--- src/rtl/cfg_load_pkg.sv ---
package cfg_load_pkg;
  typedef enum logic [2:0] {
    S_IDLE  = 3'd0,
    S_PLO   = 3'd1,
    S_PHI   = 3'd2,
    S_LEAD  = 3'd3,
    S_DATA  = 3'd4,
    S_DONEW = 3'd5
  } seq_state_t;

  localparam logic [2:0]  RC_OK      = 3'b000;
  localparam logic [2:0]  RC_INIT_LO = 3'b111;
  localparam logic [2:0]  RC_INIT_HI = 3'b110;
  localparam logic [2:0]  RC_DONE    = 3'b101;
  localparam logic [15:0] LEAD_WORD  = 16'hFF20;
  localparam int          LEAD_BITS  = 16;
endpackage

--- src/rtl/cfg_sync.sv ---
module cfg_sync #(
  parameter int       W       = 2,
  parameter logic [W-1:0] RST_VAL = '0
) (
  input  logic         clk,
  input  logic         rst,
  input  logic [W-1:0] d,
  output logic [W-1:0] q
);
  logic [W-1:0] meta_q;

  always_ff @(posedge clk) begin
    if (rst) begin
      meta_q <= RST_VAL;
      q      <= RST_VAL;
    end else begin
      meta_q <= d;
      q      <= meta_q;
    end
  end
endmodule

--- src/rtl/cfg_tick_gen.sv ---
module cfg_tick_gen #(
  parameter int DIV   = 50000,
  parameter int LIMIT = 4
) (
  input  logic clk,
  input  logic rst,
  input  logic clr,
  output logic expired
);
  localparam int CW = (DIV > 2) ? $clog2(DIV) : 1;
  localparam int TW = $clog2(LIMIT + 1);

  logic [CW-1:0] cyc_q;
  logic [TW-1:0] nt_q;

  assign expired = (nt_q == TW'(LIMIT));

  always_ff @(posedge clk) begin
    if (rst || clr) begin
      cyc_q <= '0;
      nt_q  <= '0;
    end else if (!expired) begin
      if (cyc_q == CW'(DIV - 1)) begin
        cyc_q <= '0;
        nt_q  <= nt_q + 1'b1;
      end else begin
        cyc_q <= cyc_q + 1'b1;
      end
    end
  end

  // the limit is reached only at the end of a full tick period
  assert_expire_on_tick_R8: assert property (@(posedge clk) disable iff (rst)
    $rose(expired) |-> ($past(cyc_q) == CW'(DIV - 1)));
endmodule

--- src/rtl/cfg_bit_tx.sv ---
module cfg_bit_tx #(
  parameter int PH_CYC = 1
) (
  input  logic clk,
  input  logic rst,
  input  logic go,
  input  logic bit_in,
  output logic busy_o,
  output logic cclk_o,
  output logic dout_o
);
  localparam int HW = (PH_CYC > 1) ? $clog2(PH_CYC) : 1;

  logic [1:0]    ph_q;
  logic [HW-1:0] hc_q;

  always_ff @(posedge clk) begin
    if (rst) begin
      busy_o <= 1'b0;
      cclk_o <= 1'b1;
      dout_o <= 1'b1;
      ph_q   <= 2'd0;
      hc_q   <= '0;
    end else if (!busy_o) begin
      if (go) begin
        busy_o <= 1'b1;
        cclk_o <= 1'b0;
        dout_o <= bit_in;
        ph_q   <= 2'd0;
        hc_q   <= '0;
      end
    end else if (hc_q == HW'(PH_CYC - 1)) begin
      hc_q <= '0;
      ph_q <= ph_q + 2'd1;
      case (ph_q)
        2'd1:    cclk_o <= 1'b1;
        2'd2:    dout_o <= 1'b1;
        2'd3:    busy_o <= 1'b0;
        default: ;
      endcase
    end else begin
      hc_q <= hc_q + 1'b1;
    end
  end

  // data holds across the rising clock edge
  assert_rise_data_stable_R5: assert property (@(posedge clk) disable iff (rst)
    $rose(cclk_o) |-> (dout_o == $past(dout_o)));
  // data returns high only while the clock is high
  assert_data_release_high_R5: assert property (@(posedge clk) disable iff (rst)
    $rose(dout_o) |-> cclk_o);
endmodule

--- src/rtl/cfg_load_seq.sv ---
module cfg_load_seq
  import cfg_load_pkg::*;
#(
  parameter int CLK_HZ        = 50_000_000,
  parameter int POLL_LIMIT    = 4,
  parameter int PH_CYC        = 2,
  parameter bit PROG_ACT_HIGH = 1'b0
) (
  input  logic       clk,
  input  logic       rst,
  input  logic       start,
  input  logic       comp_mode,
  input  logic       pl_valid,
  input  logic [7:0] pl_data,
  input  logic       pl_last,
  output logic       pl_ready,
  output logic       cfg_prog,
  output logic       cfg_cclk,
  output logic       cfg_dout,
  input  logic       cfg_init,
  input  logic       cfg_done,
  output logic       busy,
  output logic [2:0] res_code
);
  localparam int DIV = CLK_HZ / 1000;
  localparam int NW  = $clog2(LEAD_BITS + 1);

  seq_state_t    st_q, st_nxt;
  logic [15:0]   sreg_q;
  logic [NW-1:0] cnt_q;
  logic          last_q, mode_q;
  logic          init_s, done_s;
  logic          tmo, tmr_clr, in_wait;
  logic          tx_busy, tx_go, accept;
  logic          fin;
  logic [2:0]    fin_code;

  cfg_sync #(.W(2), .RST_VAL(2'b10)) u_sync (
    .clk(clk), .rst(rst), .d({cfg_init, cfg_done}), .q({init_s, done_s})
  );

  assign in_wait = (st_q == S_PLO) || (st_q == S_PHI) || (st_q == S_DONEW);
  assign tmr_clr = (st_nxt != st_q) || !in_wait;

  cfg_tick_gen #(.DIV(DIV), .LIMIT(POLL_LIMIT)) u_tick (
    .clk(clk), .rst(rst), .clr(tmr_clr), .expired(tmo)
  );

  assign tx_go    = ((st_q == S_LEAD) || (st_q == S_DATA)) && (cnt_q != '0) && !tx_busy;
  assign pl_ready = (st_q == S_DATA) && (cnt_q == '0) && !tx_busy && !last_q;
  assign accept   = pl_ready && pl_valid;

  cfg_bit_tx #(.PH_CYC(PH_CYC)) u_tx (
    .clk(clk), .rst(rst), .go(tx_go), .bit_in(sreg_q[15]),
    .busy_o(tx_busy), .cclk_o(cfg_cclk), .dout_o(cfg_dout)
  );

  always_comb begin
    st_nxt   = st_q;
    fin      = 1'b0;
    fin_code = RC_OK;
    case (st_q)
      S_IDLE:  if (start) st_nxt = S_PLO;
      S_PLO: begin
        if (!init_s) st_nxt = S_PHI;
        else if (tmo) begin st_nxt = S_IDLE; fin = 1'b1; fin_code = RC_INIT_LO; end
      end
      S_PHI: begin
        if (init_s) st_nxt = mode_q ? S_LEAD : S_DATA;
        else if (tmo) begin st_nxt = S_IDLE; fin = 1'b1; fin_code = RC_INIT_HI; end
      end
      S_LEAD:  if (cnt_q == '0 && !tx_busy) st_nxt = S_DATA;
      S_DATA:  if (cnt_q == '0 && !tx_busy && last_q) st_nxt = S_DONEW;
      S_DONEW: begin
        if (done_s) begin st_nxt = S_IDLE; fin = 1'b1; fin_code = RC_OK; end
        else if (tmo) begin st_nxt = S_IDLE; fin = 1'b1; fin_code = RC_DONE; end
      end
      default: st_nxt = S_IDLE;
    endcase
  end

  always_ff @(posedge clk) begin
    if (rst) begin
      st_q     <= S_IDLE;
      sreg_q   <= '0;
      cnt_q    <= '0;
      last_q   <= 1'b0;
      mode_q   <= 1'b0;
      busy     <= 1'b0;
      res_code <= RC_OK;
      cfg_prog <= ~PROG_ACT_HIGH;
    end else begin
      st_q     <= st_nxt;
      cfg_prog <= (st_nxt == S_PLO) ? PROG_ACT_HIGH : ~PROG_ACT_HIGH;
      if (st_q == S_IDLE && start) begin
        busy     <= 1'b1;
        res_code <= RC_OK;
        mode_q   <= comp_mode;
        last_q   <= 1'b0;
        cnt_q    <= '0;
      end
      if (fin) begin
        busy     <= 1'b0;
        res_code <= fin_code;
      end
      if (st_q == S_PHI && st_nxt == S_LEAD) begin
        sreg_q <= LEAD_WORD;
        cnt_q  <= NW'(LEAD_BITS);
      end
      if (tx_go) begin
        sreg_q <= {sreg_q[14:0], 1'b0};
        cnt_q  <= cnt_q - 1'b1;
      end
      if (accept) begin
        last_q <= pl_last;
        if (mode_q) begin
          sreg_q <= {pl_data[0], 15'd0};
          cnt_q  <= NW'(1);
        end else begin
          sreg_q <= {pl_data, 8'd0};
          cnt_q  <= NW'(8);
        end
      end
    end
  end

  // program line is active only inside a run
  assert_prog_within_busy_R2: assert property (@(posedge clk) disable iff (rst)
    (cfg_prog == PROG_ACT_HIGH) |-> busy);
  // beats are requested only with program released and clock parked high
  assert_ready_in_payload_R10: assert property (@(posedge clk) disable iff (rst)
    pl_ready |-> (busy && cfg_cclk && (cfg_prog != PROG_ACT_HIGH)));
  // a new run starts with a cleared code
  assert_code_cleared_R9: assert property (@(posedge clk) disable iff (rst)
    $rose(busy) |-> (res_code == RC_OK));
  // an idle block with no start keeps its code
  assert_code_held_R9: assert property (@(posedge clk) disable iff (rst)
    (!busy && !start) |=> $stable(res_code));
endmodule

--- config.mk ---
export PLATFORM = sky130hd
export DESIGN_NAME = cfg_load_seq
export DESIGN_NICKNAME = d
export VERILOG_FILES = /design/src/rtl/cfg_load_pkg.sv /design/src/rtl/cfg_sync.sv /design/src/rtl/cfg_tick_gen.sv /design/src/rtl/cfg_bit_tx.sv /design/src/rtl/cfg_load_seq.sv
export SDC_FILE = /design/constraint.sdc
export NUM_CORES = 1
export LEC_CHECK = 0
export BUFFER_PORTS_ARGS = -buffer_cell sky130_fd_sc_hd__buf_2
export CORE_MARGIN = 5
export CORE_UTILIZATION = 50
export CTS_BUF_LIST = sky130_fd_sc_hd__clkbuf_4 sky130_fd_sc_hd__clkbuf_8
export CTS_CLUSTER_SIZE = 10
export DETAILED_ROUTE_END_ITERATION = 16
export HOLD_SLACK_MARGIN = 0.12
export PLACE_DENSITY = 0.79
export SETUP_SLACK_MARGIN = 0.3
export SYNTH_ARGS = -nofsm -noshare
export SYNTH_HDL_FRONTEND = slang
export SYNTH_SLANG_ARGS = --single-unit
--- constraint.sdc ---
create_clock -name clk -period 2.2 [get_ports clk]
set_input_delay 0.33 -clock clk [delete_from_list [all_inputs] [get_ports clk]]
set_output_delay 0.33 -clock clk [all_outputs]
set_load 0.05 [all_outputs]
==> run metrics, run 1 <==
diode count=0; Gate power share=0.141; ys flop type=dfxtp_1; Crit. End Element=output port; CTS tree=done; clock transition at the registers of the reported paths=100 ps; port bufs=23; startpoint class of the critical path=register; Power, Total=1870 uW; area grow syn2layout=35.87%; register share of total power=0.553; most common cell in the netlist=dfxtp_1; routed vias=2,555; maxcap violations=0; CP top delay family=simple AND/OR/NAND/NOR gates; Clk pwr share=0.306; vias in the first global route=2,395; fmax=0.4474 GHz; failing checks=setup timing; leading cell types by count after synthesis=dfxtp_1 (55), nor3_1 (29), nor2_1 (28); Post-Synthesis Cells=312; first-pass GRT wire length=11,470 um; Peak VDD IR=455.4 uV; Slew Limit Fails=0; #FFs+latches synth=55; Mapped Avg Cell Area=8.955 sq um; # DRC=0; starting density of the core=0.5105; vias per std cell=5.742; largest net degree at the start of global routing=36; CORE AREA=0.005473 sq mm; Req. time, crit path=1870 ps; Total Wirelength=7287 um; total leakage power=0.001419 uW; die area=0.007183 sq mm; CTS max path bufs=2; Final setup viols=2; Setup Crit Path Kind=reg2out; Pre-Repair DR Iteration Count=4; Die Width=84.75 um; fin nets=396; Sink Count=55; slowest cell on the critical path=or4b_4; library cells used by synthesis=56; RD Place Congestion=0.8027; Worst-Margin Slew=581.2 ps; Root Driver=clkbuf_8; later-pin clock latency in the skew report=310 ps; leading area contributor after synthesis=dfxtp_1; syn nets=336; critical path fanouts, max=2; setup ws final=-34.91 ps; worst path buffer plus inverter count=3; post-DP HPWL=4149 um; PwrDens=492.7 mW/mm^2; Iter 0 DRT Violations=128; switching fraction of total power=0.2628; Slew headroom=0.6118; Ports=24; wire length per cell=16.38 um; share of cells above drive strength 1=0.4075; H-tree depth=2; Fill cells=379; Post-Syn Area=0.002794 sq mm; multi-input logic area=0.001882 sq mm; Sw Pwr=491.6 uW; unrepaired setup endpoints after global routing=true; clk_skew=12.14 ps; CP arrival=1900 ps; Min-Delay Path Class=in2reg; Detail Route Antenna Nets=0; Synth Warn #=0; area fraction of the dominant cell type after synthesis=0.3941; total gr overflow=0; post-route minimum period=2235 ps; status=finished with violations; initial antenna violation count=0; ys async rst share=0; CP max stage delay=490 ps; critical path cell sequence=inv_2, ha_4, or4b_4, buf_6, nor4_4, buf_6; post-route clock period utilization=1.016; die span in y=84.75 um; Reg area=0.001111 sq mm; number of synthesized flops with an enable pin=0; Hold Vio Cnt, Final=0; global-route usage over all layers=0.1956; final worst hold slack=205.7 ps; Setup TNS=-38.30 ps; register area share after synthesis=0.3941; most frequent cell on the critical path=buf_6; Pint=1379 uW; TritonCTS buffer count=5; main area contributors after synthesis=dfxtp_1 (39%), nor3_1 (5.2%), xnor2_1 (4.1%); Row Count=27
==> layout make-up <==
class,instances,share of cell area
clock buffer,6,0.02011
clock inverter,2,0.003296
inverter,8,0.007910
multi-input combinational,234,0.4957
sequential,55,0.2927
tap,72,0.02373
timing repair buffer,68,0.1566
==> worst register-to-register path, delay by kind of cell, from the launching register on <==
| family | cells | cell delay, ps |
|---|---|---|
| compound gates | 2 | 300 |
| fa+ha+maj | 1 | 130 |
| buf+inv | 5 | 660 |
| flops | 1 | 350 |
| simple gates | 3 | 660 |
==> cell usage in the layout, fill, tap and decap left out, types with 3 or more instances in the layout <==
cell type / instances
nor3_4: 6
buf_2: 22
nor3_2: 9
buf_12: 3
a21oi_2: 5
and3_1: 9
o21ai_0: 3
mux2i_1: 5
and3b_1: 3
dfxtp_1: 47
nor2_2: 5
ha_1: 6
buf_4: 29
dfxtp_2: 8
a31oi_1: 3
xnor2_1: 13
nor3_1: 14
o22ai_1: 7
clkbuf_8: 5
nand2_1: 14
inv_1: 6
a21oi_1: 9
buf_6: 11
nor2_4: 10
xor2_1: 6
a21o_1: 3
nand3_1: 15
nand4_1: 4
or2_2: 3
buf_16: 3
nor2_1: 23
nor2b_1: 11
nor3b_1: 3
==> through the flow <==
stage / setup WS, ps / utilization / cells / instance area (sq um)
2_1_floorplan: 185.3 / - / 312 / 2824
3_3_place_gp: 165.0 / 0.5594 / 407 / 3062
3_5_place_dp: 64.32 / 0.5594 / 407 / 3062
4_1_cts: 5.807 / 0.6356 / 433 / 3478
5_1_grt: -86.56 / 0.6936 / 445 / 3796
6_report: -34.91 / 0.6936 / 445 / 3796
==> timing repair <==
| action | CTS | global route |
|---|---|---|
| buffers inserted | 14 | 12 |
| cloned | 4 | 0 |
| resized for setup | 28 | 51 |
| hold buffers | 0 | 0 |
| setup endpoints to repair | 34 | 37 |
| pin swaps | 19 | 36 |
==> per-layer routing <==
layer	global-route usage	routed length, um	share of wire	vias up
li1	-	-	-	1237
met1	0.2345	3018	0.41	1228
met2	0.3466	3772	0.52	77
met3	0.04122	370	0.051	13
met4	0.06331	126	0.017	0
met5	0	0	0	-
==> sequential cells by signal, indices dropped and copies added, names as in the netlist <==
signal	count
sreg_q	11
u_tx.cclk_o	1
u_tx.busy_o	1
u_sync.meta_q	2
st_q	3
mode_q	1
cnt_q	5
u_tick.cyc_q	16
u_tx.dout_o	1
u_tick.nt_q	3
u_tx.ph_q	2
res_code	3
last_q	1
cfg_prog	1
busy	1
u_tx.hc_q	1
u_sync.q	2
==> worst paths after layout <==
check	startpoint	endpoint	slack, ps	cells past startpoint
min	cfg_init	u_sync.meta_q[1]$_SDFF_PP1_	210	2
max	cnt_q[1]$_SDFFE_PP0P_	pl_ready	-30	6
max reg2reg	cnt_q[1]$_SDFFE_PP0P_	u_tick.nt_q[1]$_SDFFE_PP0P_	0	11
min reg2reg	u_sync.meta_q[1]$_SDFF_PP1_	u_sync.q[1]$_SDFF_PP1_	420	1
==> kinds of logic after synthesis <==
| group | synth area share |
|---|---|
| and+or+nand+nor | 0.3126 |
| DFF | 0.3941 |
| AOI/OAI and AO/OA | 0.1366 |
| buffers and inverters | 0.03941 |
| xor gates and xnor gates | 0.05956 |
| adders and majority gates | 0.03583 |
| muxes | 0.02194 |
==> power by group through the flow <==
stage                     combinational, uW  clock (uW)  sequential (uW)
final                                   264         572             1030
after global routing                    280         635             1040
after CTS                               224         581             1030
after floorplan                         121           0             1060
after global placement                  168           0             1050
after detailed placement                172           0             1050
Power figures use the tool's default switching activity.
==> run 2, diff against run 1 <==
- BUFFER_PORTS_ARGS: -buffer_cell sky130_fd_sc_hd__buf_2 -> -buffer_cell sky130_fd_sc_hd__buf_4
- CORE_UTILIZATION: 50 -> 55
- PLACE_DENSITY: 0.79 -> 0.84
==> run 2 against run 1 <==
  * The run now ends clean
  * Die area shrank 8.0%
  * Core utilization rose by 3.3 points
  * Sequential cell count stayed put
  * Design area fell by 4.1%
  * Worst setup slack improved by 140 ps
  * Count of clock-buffer cells in the layout fell by 1
  * Critical path type is now reg2reg
  * Critical endpoint is now u_tick.cyc_q[15]$_SDFFE_PP0N_
==> run metrics, run 2 (synthesized netlist as in run 1, its figures left out) <==
status=finished clean (was finished with violations); die span in y=81.28 um (was 84.75 um); Ports=24 (unchanged); Slew headroom=0.5968 (was 0.6118); post-DP HPWL=4276 um (was 4149 um); total gr overflow=0 (unchanged); Peak VDD IR=379.3 uV (was 455.4 uV); Total Wirelength=7804 um (was 7287 um); TritonCTS buffer count=5 (unchanged); clock transition at the registers of the reported paths=110 ps (was 100 ps); area grow syn2layout=30.27% (was 35.87%); CP top delay family=simple AND/OR/NAND/NOR gates (unchanged); first-pass GRT wire length=11,850 um (was 11,470 um); share of cells above drive strength 1=0.3649 (was 0.4075); Root Driver=clkbuf_8 (unchanged); Iter 0 DRT Violations=412 (was 128); Fill cells=335 (was 379); largest registers=u_tick.cyc_q x16, sreg_q x11, cnt_q x5 (unchanged); hold buffers post-CTS=0 (unchanged); Slew Limit Fails=0 (unchanged); multi-input logic area=0.001808 sq mm (was 0.001882 sq mm); worst path buffer plus inverter count=2 (was 3); initial antenna violation count=0 (unchanged); die area=0.006606 sq mm (was 0.007183 sq mm); later-pin clock latency in the skew report=320 ps (was 310 ps); gr busiest metal=met2 (unchanged); global-route usage over all layers=0.2298 (was 0.1956); Pre-Repair DR Iteration Count=5 (was 4); Req. time, crit path=2380 ps (was 1870 ps); Largest register FFs=16 (unchanged); Largest Register=u_tick.cyc_q (unchanged); M3 GR Usage=0.04767 (was 0.04122); post-route clock period utilization=0.9504 (was 1.016); most common cell after layout, fill and taps aside=buf_4 (was dfxtp_1); H-tree depth=2 (unchanged); Reg area=0.001110 sq mm (was 0.001111 sq mm); vias per std cell=6.073 (was 5.742); clk_skew=14.40 ps (was 12.14 ps); Row Count=26 (was 27); CP max stage delay=620 ps (was 490 ps); Worst-Margin Slew=603.4 ps (was 581.2 ps); CP arrival=2270 ps (was 1900 ps); met2 usage=0.3836 (was 0.3466); routed vias=2,672 (was 2,555); Sink Count=55 (unchanged); wire length per cell=17.74 um (was 16.38 um); largest net degree at the start of global routing=36 (unchanged); Min-Delay Path Class=in2reg (unchanged); post-route minimum period=2091 ps (was 2235 ps); CTS max path bufs=2 (unchanged); slowest cell on the critical path=or4b_4 (unchanged); Detail Route Antenna Nets=0 (unchanged); Crit. End Element=register (was output port); vias in the first global route=2,528 (was 2,395); maxcap violations=0 (unchanged); starting density of the core=0.5577 (was 0.5105); RD Place Congestion=0.8484 (was 0.8027); PwrDens=513.9 mW/mm^2 (was 492.7 mW/mm^2); highest-count cells in the layout ignoring fill and taps=buf_4 (59), dfxtp_1 (48), nor2_1 (28), nor3_1 (18), nand3_1 (16) (was dfxtp_1 (47), buf_4 (29), nor2_1 (23), buf_2 (22), nand3_1 (15)); critical path cell sequence=or4b_4, buf_4, o21ai_2, o311ai_4, buf_4, o311ai_4, nor3_2 (was inv_2, ha_4, or4b_4, buf_6, nor4_4, buf_6); fmax=0.4783 GHz (was 0.4474 GHz); critical path fanouts, max=8 (was 2); Die Width=81.28 um (was 84.75 um); CTS tree=done (unchanged); CORE AREA=0.005010 sq mm (was 0.005473 sq mm); unrepaired setup endpoints after global routing=true (unchanged); Setup TNS=0 ps (was -38.30 ps); startpoint class of the critical path=register (unchanged); Final setup viols=0 (was 2); Setup Crit Path Kind=reg2reg (was reg2out); total leakage power=0.001368 uW (was 0.001419 uW); GR Layer Usage met1=0.2852 (was 0.2345); Hold Vio Cnt, Final=0 (unchanged); final core utilization=0.7265 (was 0.6936); # DRC=0 (unchanged); port bufs=23 (unchanged); diode count=0 (unchanged); fin nets=393 (was 396)
==> run 2: metal layers <==
| metal | share of wire | up-vias |
|---|---|---|
| met2 | 0.49 | 143 |
| met5 | 0 | - |
| li1 | - | 1222 |
| met1 | 0.42 | 1277 |
| met3 | 0.073 | 30 |
| met4 | 0.022 | 0 |
==> run 2: stage by stage <==
step	hold WS (ps)	area [sq um]	total power (uW)	std cells	worst slack, ps
2_1_floorplan	389.5	2824	1180	312	185.3
3_3_place_gp	397.3	3124	1234	406	169.5
6_report	206.7	3640	1871	440	109.2
3_5_place_dp	410.2	3124	1239	406	81.92
4_1_cts	203.4	3483	1831	436	140.5
5_1_grt	194.4	3640	1938	440	56.85
==> run 2: path summary, 6_finish.rpt <==
kind                                     from                            end  slack (ps)  depth (start not counted)
hold / removal                       cfg_init    u_sync.meta_q[1]$_SDFF_PP1_         210                          2
hold reg to reg   u_sync.meta_q[1]$_SDFF_PP1_         u_sync.q[1]$_SDFF_PP1_         440                          1
setup reg to reg        cnt_q[3]$_SDFFE_PP0P_  u_tick.cyc_q[15]$_SDFFE_PP0N_         110                          7
setup / recovery        cnt_q[3]$_SDFFE_PP0P_  u_tick.cyc_q[15]$_SDFFE_PP0N_         110                          7
==> run 2: layout make-up <==
| type | instances | area share |
|---|---|---|
| clock buffer | 5 | 0.01891 |
| clock inverter | 3 | 0.005156 |
| inverter | 8 | 0.008250 |
| multi-input combinational | 235 | 0.4967 |
| sequential | 55 | 0.3049 |
| tap | 70 | 0.02406 |
| timing repair buffer | 64 | 0.1420 |
==> run 2: power by group <==
| group | internal [uW] | switching, uW | leakage, uW | total (uW) |
|---|---|---|---|---|
| logic | 118 | 136 | 0.000871 | 254 |
| registers | 1010 | 21.3 | 0.000449 | 1030 |
| clock network | 226 | 358 | 0.0000483 | 583 |
==> run 2: what timing repair did <==
| action | CTS | global route |
|---|---|---|
| gates cloned | 1 | 0 |
| pin swaps | 16 | 12 |
| hold endpoints to repair | 0 | 0 |
| setup endpoints to repair | 25 | 38 |
| resized for setup | 19 | 24 |
| buffers inserted | 21 | 4 |
==> run 2: worst register-to-register path, delay by kind of cell (launching register included) <==
family                 cells  cell delay (ps)
AND/OR/NAND/NOR            2              730
buffers and inverters      2              350
AO/OA/AOI/OAI              3              440
flip-flops                 1              430
==> run 3, diff against run 2 <==
- REMOVE_ABC_BUFFERS: unset -> 1
==> run 3 against run 2 <==
  * Sequential share of layout area fell by 0.084 points
  * Cell count fell by 1.6%
  * The flow now finishes with violations (setup timing)
  * Register-to-register slack got worse by 130 ps
  * Clock power rose by 2%
  * Fmax fell by 5.8%
  * Wire length fell by 11%
  * Largest cell class unchanged
  * Core utilization rose by 0.20 points
  * Clock skew fell by 3.5 ps
  * Sequential power barely moved
==> run metrics, run 3 (synthesized netlist as in run 1, its figures left out) <==
critical path fanouts, max=3 (was 8); Detail Route Antenna Nets=0 (unchanged); R2R cell count=10 (was 7); fmax=0.4504 GHz (was 0.4783 GHz); total gr overflow=0 (unchanged); Largest Register=u_tick.cyc_q (unchanged); TritonCTS buffer count=5 (unchanged); vias per std cell=5.875 (was 6.073); # DRC=0 (unchanged); Clk pwr share=0.316 (was 0.312); Worst-Margin Slew=476.7 ps (was 603.4 ps); reg2reg start=cnt_q[0]$_SDFFE_PP0P_ (was cnt_q[3]$_SDFFE_PP0P_); largest net degree at the start of global routing=37 (was 36); Hold Vio Cnt, Final=0 (unchanged); worst slack, placed=13.59 ps (was 81.92 ps); die span in y=81.28 um (unchanged); hold path depth=2 (unchanged); fin nets=386 (was 393); Gate power share=0.132 (was 0.136); Hold Startpoint=cfg_init (unchanged); worst r2r dst=u_tick.cyc_q[12]$_SDFFE_PP0N_ (was u_tick.cyc_q[15]$_SDFFE_PP0N_); Min-Delay Path Class=in2reg (unchanged); vias in the first global route=2,343 (was 2,528); Pint=1386 uW (was 1356 uW); highest-count cells in the layout ignoring fill and taps=dfxtp_1 (48), buf_4 (47), nor2_1 (21), nor3_1 (16) (was buf_4 (59), dfxtp_1 (48), nor2_1 (28), nor3_1 (18), nand3_1 (16)); most common cell after layout, fill and taps aside=dfxtp_1 (was buf_4); Sw Pwr=485.1 uW (was 514.5 uW); status=finished with violations (was finished clean); Fill cells=363 (was 335); Die Width=81.28 um (unchanged); final core utilization=0.7285 (was 0.7265); starting density of the core=0.5577 (unchanged); Largest register FFs=16 (unchanged); maxcap violations=0 (unchanged); post-route clock period utilization=1.009 (was 0.9504); failing checks=setup timing; Setup Crit Path Kind=reg2reg (unchanged); post-layout instance area=0.003650 sq mm (was 0.003640 sq mm); Slew headroom=0.6810 (was 0.5968); clock transition at the registers of the reported paths=100 ps (was 110 ps); H-tree depth=2 (unchanged); routed vias=2,544 (was 2,672); post-place instance area=0.003072 sq mm (was 0.003124 sq mm); Crit. End Element=register (unchanged); setup ws final=-20.14 ps (was 109.2 ps); Root Driver=clkbuf_8 (unchanged); later-pin clock latency in the skew report=310 ps (was 320 ps); total leakage power=0.001384 uW (was 0.001368 uW); CP arrival=2440 ps (was 2270 ps); first-pass GRT wire length=11,110 um (was 11,850 um); startpoint class of the critical path=register (unchanged); initial antenna violation count=0 (unchanged); largest registers=u_tick.cyc_q x16, sreg_q x11, cnt_q x5 (unchanged); switching fraction of total power=0.2592 (was 0.2751); post-route minimum period=2220 ps (was 2091 ps); unrepaired setup endpoints after global routing=true (unchanged); Total Wirelength=6917 um (was 7804 um); Reg2Reg Setup Slack=-20 ps (was 110 ps); CTS tree=done (unchanged); Hold Path End=u_sync.meta_q[1]$_SDFF_PP1_ (unchanged); register share of total power=0.552 (was 0.553); Final setup viols=9 (was 0); area grow syn2layout=30.63% (was 30.27%); Sink Count=55 (unchanged); Slew Limit Fails=0 (unchanged); global-route usage over all layers=0.2158 (was 0.2298); share of cells above drive strength 1=0.3747 (was 0.3649); Ports=24 (unchanged); CORE AREA=0.005010 sq mm (unchanged); port bufs=23 (unchanged); Row Count=26 (unchanged); PwrDens=512.8 mW/mm^2 (was 513.9 mW/mm^2); Reg area=0.001110 sq mm (unchanged); Req. time, crit path=2420 ps (was 2380 ps); multi-input logic area=0.001847 sq mm (was 0.001808 sq mm); clk_skew=10.90 ps (was 14.40 ps); Iter 0 DRT Violations=184 (was 412); RD Place Congestion=0.8498 (was 0.8484); Peak VDD IR=472.3 uV (was 379.3 uV); post-DP HPWL=4061 um (was 4276 um); wire length per cell=15.97 um (was 17.74 um); Pre-Repair DR Iteration Count=5 (unchanged); die area=0.006606 sq mm (unchanged); CTS max path bufs=2 (unchanged); diode count=0 (unchanged)
-- run 3: cell count changes in the layout (fill, tap and decap cells not counted), sizes merged --
cell and delta:
clkinvlp +1, clkbuf +1, buf -7, inv -1, clkinv -1
-- run 3: worst max-delay path: stages (launching register included) --
cell and delay [ps]:
dfxtp_2 350, inv_4 70, ha_4 130, or4b_4 490, buf_6 150, nor4_4 310, o311ai_4 180, o311ai_4 140
buf_12 170, buf_6 90, nor2_2 30
-- run 3: power groups by stage --
stage | Clock, uW | Sequential, uW | Combinational [uW]
6_report | 592 | 1030 | 246
3_3_place_gp | 0 | 1050 | 176
2_1_floorplan | 0 | 1070 | 92.9
4_1_cts | 602 | 1030 | 215
3_5_place_dp | 0 | 1050 | 180
5_1_grt | 643 | 1040 | 262
-- run 3: worst max path at each step --
stage / start / end / slack [ps] / cells past startpoint
finish: cnt_q[0]$_SDFFE_PP0P_ / u_tick.cyc_q[12]$_SDFFE_PP0N_ / -20 / 10
global placement: u_tick.nt_q[0]$_SDFFE_PP0P_ / u_tick.cyc_q[0]$_SDFFE_PP0N_ / 120 / 7
CTS: cnt_q[0]$_SDFFE_PP0P_ / pl_ready / 10 / 5
global route: cnt_q[0]$_SDFFE_PP0P_ / u_tick.cyc_q[5]$_SDFFE_PP0N_ / -80 / 10
detailed placement: cnt_q[0]$_SDFFE_PP0P_ / u_tick.cyc_q[1]$_SDFFE_PP0N_ / 10 / 6
floorplan: cnt_q[0]$_SDFFE_PP0P_ / pl_ready / -720 / 4
-- run 3: layout make-up --
| class | instances | area share |
|---|---|---|
| flip-flops and latches | 55 | 0.3041 |
| well taps | 70 | 0.02400 |
| clock buffers | 6 | 0.02263 |
| clock inverters | 2 | 0.004457 |
| inverters | 8 | 0.008913 |
| repair buffers | 57 | 0.1299 |
| multi-input cells | 235 | 0.5060 |
-- run 3: per-stage QoR --
| step | power, uW | hold slack (ps) | TNS (ps) | instances |
|---|---|---|---|---|
| global route | 1941 | 212.6 | -842.6 | 433 |
| floorplan | 1161 | 389.5 | -722.3 | 297 |
| detailed placement | 1233 | 404.3 | 0 | 403 |
| CTS | 1848 | 206.4 | 0 | 428 |
| finish | 1872 | 210.1 | -110.7 | 433 |
| global placement | 1229 | 399.5 | 0 | 403 |
-- run 3: layer usage --
layer	track usage	up-vias	wire length [um]
met1	0.2650	1219	2828
met3	0.04213	15	406
met5	0	-	0
met2	0.3632	96	3529
li1	-	1214	-
met4	0.09628	0	153
-- run 3: what timing repair did --
action,4_1_cts,5_1_grt
resized for setup,23,47
gates cloned,2,0
hold buffers,0,0
endpoints found under the setup margin,34,39
setup buffers,15,5
pin swaps,7,20
